--- src/rtl/memif_split_ir.sv ---
module memif_split_ir #(
  parameter int DATA_W = 8
) (
  input  logic                  clk,
  input  logic                  rst,
  input  logic                  mar_load,
  input  logic [1:0]            mdr_mode,
  input  logic                  ir_hi_load,
  input  logic                  ir_lo_load,
  input  logic [1:0]            res_sel,
  input  logic                  mem_busy,
  input  logic [DATA_W-1:0]     alu_y,
  input  logic [DATA_W-1:0]     mem_rdata,
  output logic [DATA_W-1:0]     mem_addr,
  output logic [DATA_W-1:0]     mem_wdata,
  output logic [2*DATA_W-1:0]   ir_word,
  output logic [DATA_W-1:0]     result
);
  localparam logic [1:0] MDR_ALU = 2'd1;
  localparam logic [1:0] MDR_MEM = 2'd2;

  logic [DATA_W-1:0] mar_q, mdr_q, ir_hi_q, ir_lo_q;
  logic              rd_ok;

  assign rd_ok = !mem_busy;

  always_ff @(posedge clk) begin
    if (rst)           mar_q <= '0;
    else if (mar_load) mar_q <= alu_y;
  end

  always_ff @(posedge clk) begin
    if (rst)                                mdr_q <= '0;
    else if (mdr_mode == MDR_ALU)           mdr_q <= alu_y;
    else if (mdr_mode == MDR_MEM && rd_ok)  mdr_q <= mem_rdata;
  end

  always_ff @(posedge clk) begin
    if (rst) begin
      ir_hi_q <= '0;
      ir_lo_q <= '0;
    end else if (rd_ok) begin
      if (ir_hi_load) ir_hi_q <= mem_rdata;
      if (ir_lo_load) ir_lo_q <= mem_rdata;
    end
  end

  always_comb begin
    unique case (res_sel)
      2'd0:    result = alu_y;
      2'd1:    result = mdr_q;
      2'd2:    result = '0;
      default: result = ir_lo_q;
    endcase
  end

  assign mem_addr  = mar_q;
  assign mem_wdata = mdr_q;
  assign ir_word   = {ir_hi_q, ir_lo_q};
endmodule


--- config.mk ---
export PLATFORM = sky130hd
export DESIGN_NAME = memif_split_ir
export DESIGN_NICKNAME = d
export VERILOG_FILES = /design/src/rtl/memif_split_ir.sv
export SDC_FILE = /design/constraint.sdc
export NUM_CORES = 1
export LEC_CHECK = 0
export ABC_CLOCK_PERIOD_IN_PS = 1400
export BUFFER_PORTS_ARGS = -buffer_cell sky130_fd_sc_hd__buf_4
export CORE_MARGIN = 3
export CORE_UTILIZATION = 45
export DETAILED_ROUTE_END_ITERATION = 8
export PLACE_DENSITY = 0.85
export SETUP_SLACK_MARGIN = 0.1
export SLEW_MARGIN = 20
export SYNTH_ARGS = -nofsm -noshare
export SYNTH_HDL_FRONTEND = slang
export SYNTH_SLANG_ARGS = --single-unit
--- constraint.sdc ---
create_clock -name clk -period 1.4 [get_ports clk]
set_input_delay 0.21 -clock clk [delete_from_list [all_inputs] [get_ports clk]]
set_output_delay 0.21 -clock clk [all_outputs]
set_load 0.05 [all_outputs]
# Word level (Yosys, flattened, before mapping)
# Index checks and enable logic that the tools add are counted.
dict set report word_totals {
  out_inout_bits 40
  ff_bits 32
  inputBits 26
  elab_cells 18
}
dict set report classes {
  n_eq_ne 4
  n_bitwise 1
  muxes 3
  n_reduce_logical 6
}
# cell count
set op_table {}
lappend op_table {{case mux 8 bit (3 select lines)} 1}
lappend op_table {{two-way mux 8 bit} 2}
lappend op_table {{== test 2 x 1 -> 1 bit (second input constant)} 2}
lappend op_table {{== test 2 bit (second input constant)} 2}
lappend op_table {{AND reduction 2 bit} 2}
lappend op_table {{logical NOT 2 bit} 1}
lappend op_table {{nonzero test 2 bit} 1}
lappend op_table {{logical AND 1 bit} 1}
lappend op_table {{logical NOT 1 bit} 1}
lappend op_table {{NOT 1 bit} 1}

# Logic depth before layout (Yosys ltp)
dict set report depth {
  ltp_word 4
  ltp_mapped 5
  ltp_nobuf 3
}

# Worst setup path after synthesis
# No wires, ideal clock.
dict set report synth_timing {
  kind {flip-flop to output port}
  start {reg mdr_q[0], in the netlist mem_wdata[0]}
  end {out result[0]}
  path_stages_with_launch 3
  n_path_buf 0
  required_time_ps 1190
  arrival_ps 1871
  slack_ps -681
  cell_sequence {dfxtp_1 mux2i_1 o21ai_0}
}
dict set report synth_via {
  elab_chain_len 1
}
# element line_no
set synth_lines {}
lappend synth_lines {{start, declared} 22} ;# logic [DATA_W-1:0] mar_q, mdr_q, ir_hi_q, ir_lo_q;
lappend synth_lines {{start signal, assigned} 34} ;# else if (mdr_mode == MDR_ALU) mdr_q <= alu_y;
lappend synth_lines {{start signal, assigned} 35} ;# else if (mdr_mode == MDR_MEM && rd_ok) mdr_q <= mem_rdata;
lappend synth_lines {{case mux 8 bit (3 select lines)} 49} ;# unique case (res_sel)
lappend synth_lines {{end, declared} 17} ;# output logic [DATA_W-1:0] result
# Every way passes these cells.

# Final worst setup path
dict set report layout_timing {
  start {reg mdr_q[6], in the netlist mem_wdata[6]}
  end {out result[6]}
}
# Same word-level chain as after synthesis.

==> results_dict.tcl <==
set metrics [dict create \
    outcome "finished, final reports clean" \
    fin_cells 249 \
    setup_viol 0 \
    yosysTopAreaCellShare 0.4617 \
    grt_pass1_vias 1404 \
    finalWorstSetupSlack_ps 63.41 \
    powerDensity_mw_per_mm2 1061 \
    ys_ff_latch 32 \
    vias 1384 \
    yosysWarnings 0 \
    cp_data_arrival_time_ps 1130 \
    fin_crit_sh 0.9547 \
    syn2layout_area_growth_pct 60.78 \
    core-area_mm2 0.002853 \
    place_inst 234 \
    antenna_cells 0 \
    synth.avg_cell_area_um2 9.570 \
    cp_slowest_stage_delay_ps 340 \
    wl_per_cell_um 18.09 \
    fmax_ghz 0.7482 \
    synth_area_leaders "dfxtp_1 (46%), mux2i_1 (23%), nor2_1 (6.5%)" \
    cp.buffers_inverters 1 \
    synthesis.nets 171 \
    pin_count 66 \
    tns_ps 0 \
    synth_top_family_by_area "multiplexers" \
    initial_utilization 0.4864 \
    place_congestion 0.7918 \
    rsz0062_at_grt "true" \
    path_cells "mux2i_2, o21ai_4, buf_6" \
    muxShareOfSynthArea 0.2308 \
    clock-sinks 32 \
    cp-start-kind "register" \
    p_total_mw 2.368 \
    htree_num_levels 2 \
    cts_buffer_depth 2 \
    drc 0 \
    grt_overflow_total 0 \
    synth_edf_count 0 \
    synthXorXnorAreaFrac 0 \
    drt_pass1_iterations 4 \
    finalHoldViolCount 0 \
    layout.nets 244 \
    synth_simple_gate_area_frac 0.1127 \
    endpoint_kind "output pin" \
    grt_start_max_net_pins 33 \
    ys_seq_area_frac 0.4617 \
    cp_top_family "flip-flops" \
    period_needed_ps 1337 \
    fin_skew_ps 0 \
    yosys.area.top_type "dfxtp_1" \
    synth_fa_ha_area_frac 0 \
    grt_pass1_wl_um 6686 \
    seq_power_share 0.427 \
    drtIter0Drc 71 \
    leakage_nw 1.070 \
    power_frac_clock 0.251 \
    drv_slew 0 \
    hp-class "in -> reg" \
    syn_inst 145 \
    switching_share 0.3464 \
    criticalPathCategory "reg -> out" \
    cp_max_fo 2 \
    path_clk_slew_ps 100 \
    drive_gt1_frac 0.5459 \
    synth-compound-area-share 0.1344 \
    synth.cells.most_frequent "dfxtp_1 (32), mux2i_1 (32), nor2_1 (24), inv_1 (9)" \
    dp_hpwl_um 2998 \
    antenna_found_initial 0 \
    cpMaxStageDelayCell "dfxtp_2" \
    numCtsBuffers 5 \
    die_y_um 61.53 \
    switchingPower_mw 0.8203 \
    max_cap_violations 0 \
    intPower_mw 1.548 \
    hold_buffers 0 \
    cts_tree "built" \
    required_ps 1190 \
    slew_headroom 0.6150 \
    synthArstFlopShare 0 \
    num_rows 19 \
    synth_area_mm2 0.001388 \
    dpl_worst_slack_ps 22.16 \
    vias_per_cell 5.558 \
    worst_pin_slew_ps 577.5 \
    dieWidth_um 61.53 \
    grt_use_total 0.2487 \
    fp.dieArea_mm2 0.003786 \
    port_buffers 65 \
    ant_nets 0 \
    worstSkewPairLatency_ps 330 \
    peakVddDrop_v 0.0006261 \
    power_frac_comb 0.323 \
    root_buffer "clkbuf_4" \
    drt-total-wl_um 4505 \
    final_core_util 0.7820 \
    synth_top_flop_cell "dfxtp_1" \
    ys_types 18 \
]
[power groups by stage]
stage	Sequential (mW)	Combinational [mW]	Clock, mW
6_report	1.01	0.764	0.594
5_1_grt	1.02	0.800	0.640
4_1_cts	1.01	0.748	0.600
3_5_place_dp	1.03	0.674	0
3_3_place_gp	1.03	0.662	0
2_1_floorplan	1.21	0.255	0
[cell usage in the layout, fill, tap and decap left out, drive strengths merged]
cell / count
a21oi: 8
and2: 1
and2b: 1
buf: 76
clkbuf: 7
dfxtp: 32
inv: 9
mux2i: 32
nand2: 8
nand2b: 1
nor2: 24
nor2b: 1
o21ai: 9
o221a: 8
or3b: 1
[layer usage]
layer  routed length, um  up-vias  GRT usage
met3                 310        8    0.06918
met5                   0        -          0
met4                 111        0     0.1242
li1                    -      643          -
met2                2421       65     0.4439
met1                1662      668     0.2660
[layout make-up]
type | count | area, um2
repair buffers | 76 | 604.3
well taps | 31 | 38.79
multi-input cells | 94 | 829.5
fillers | 179 | 621.8
clock buffers | 7 | 65.06
flip-flops and latches | 32 | 659.4
inverters | 9 | 33.78
[tightest hold or removal path, stage by stage]
cell and delay [ps]:
buf_4 100, mux2i_1 60, nor2_1 70
[worst paths after layout]
kind	from	endpoint	slack, ps	cells past startpoint
worst max-delay path	mem_wdata[6]$_SDFFE_PP0P_	result[6]	60	3
worst min-delay path	mem_rdata[7]	ir_hi_q[7]$_SDFFE_PP0P_	130	3
worst max register to register	mem_wdata[1]$_SDFFE_PP0P_	mem_wdata[1]$_SDFFE_PP0P_	580	2
worst min register to register	mem_addr[3]$_SDFFE_PP0P_	mem_addr[3]$_SDFFE_PP0P_	510	2
[stage by stage]
stage,hold WS (ps),instance area [um2]
floorplan,353.9,1489
global placement,466.2,1987
detailed placement,474.9,1987
CTS,120.4,2207
global route,140.2,2231
finish,125.7,2231
[repair_timing]
item                       CTS  global route
setup buffers                8             0
pin swaps                    1             6
gates resized for setup     23             5
setup endpoints to repair    8             8
[registers in the layout, summed over array words and instances, names as in the netlist]
signal and flops:
ir_hi_q 8, ir_lo_q 8, mem_addr 8, mem_wdata 8
[kinds of logic (layout without fill, tap and decap cells)]
| logic type | after synthesis | after routing |
|---|---|---|
| mux | 32 | 32 |
| flops | 32 | 32 |
| compound gates | 25 | 25 |
| simple gates | 37 | 37 |
| buf+inv | 19 | 92 |
Note: power is estimated with default switching activity, not from simulation.
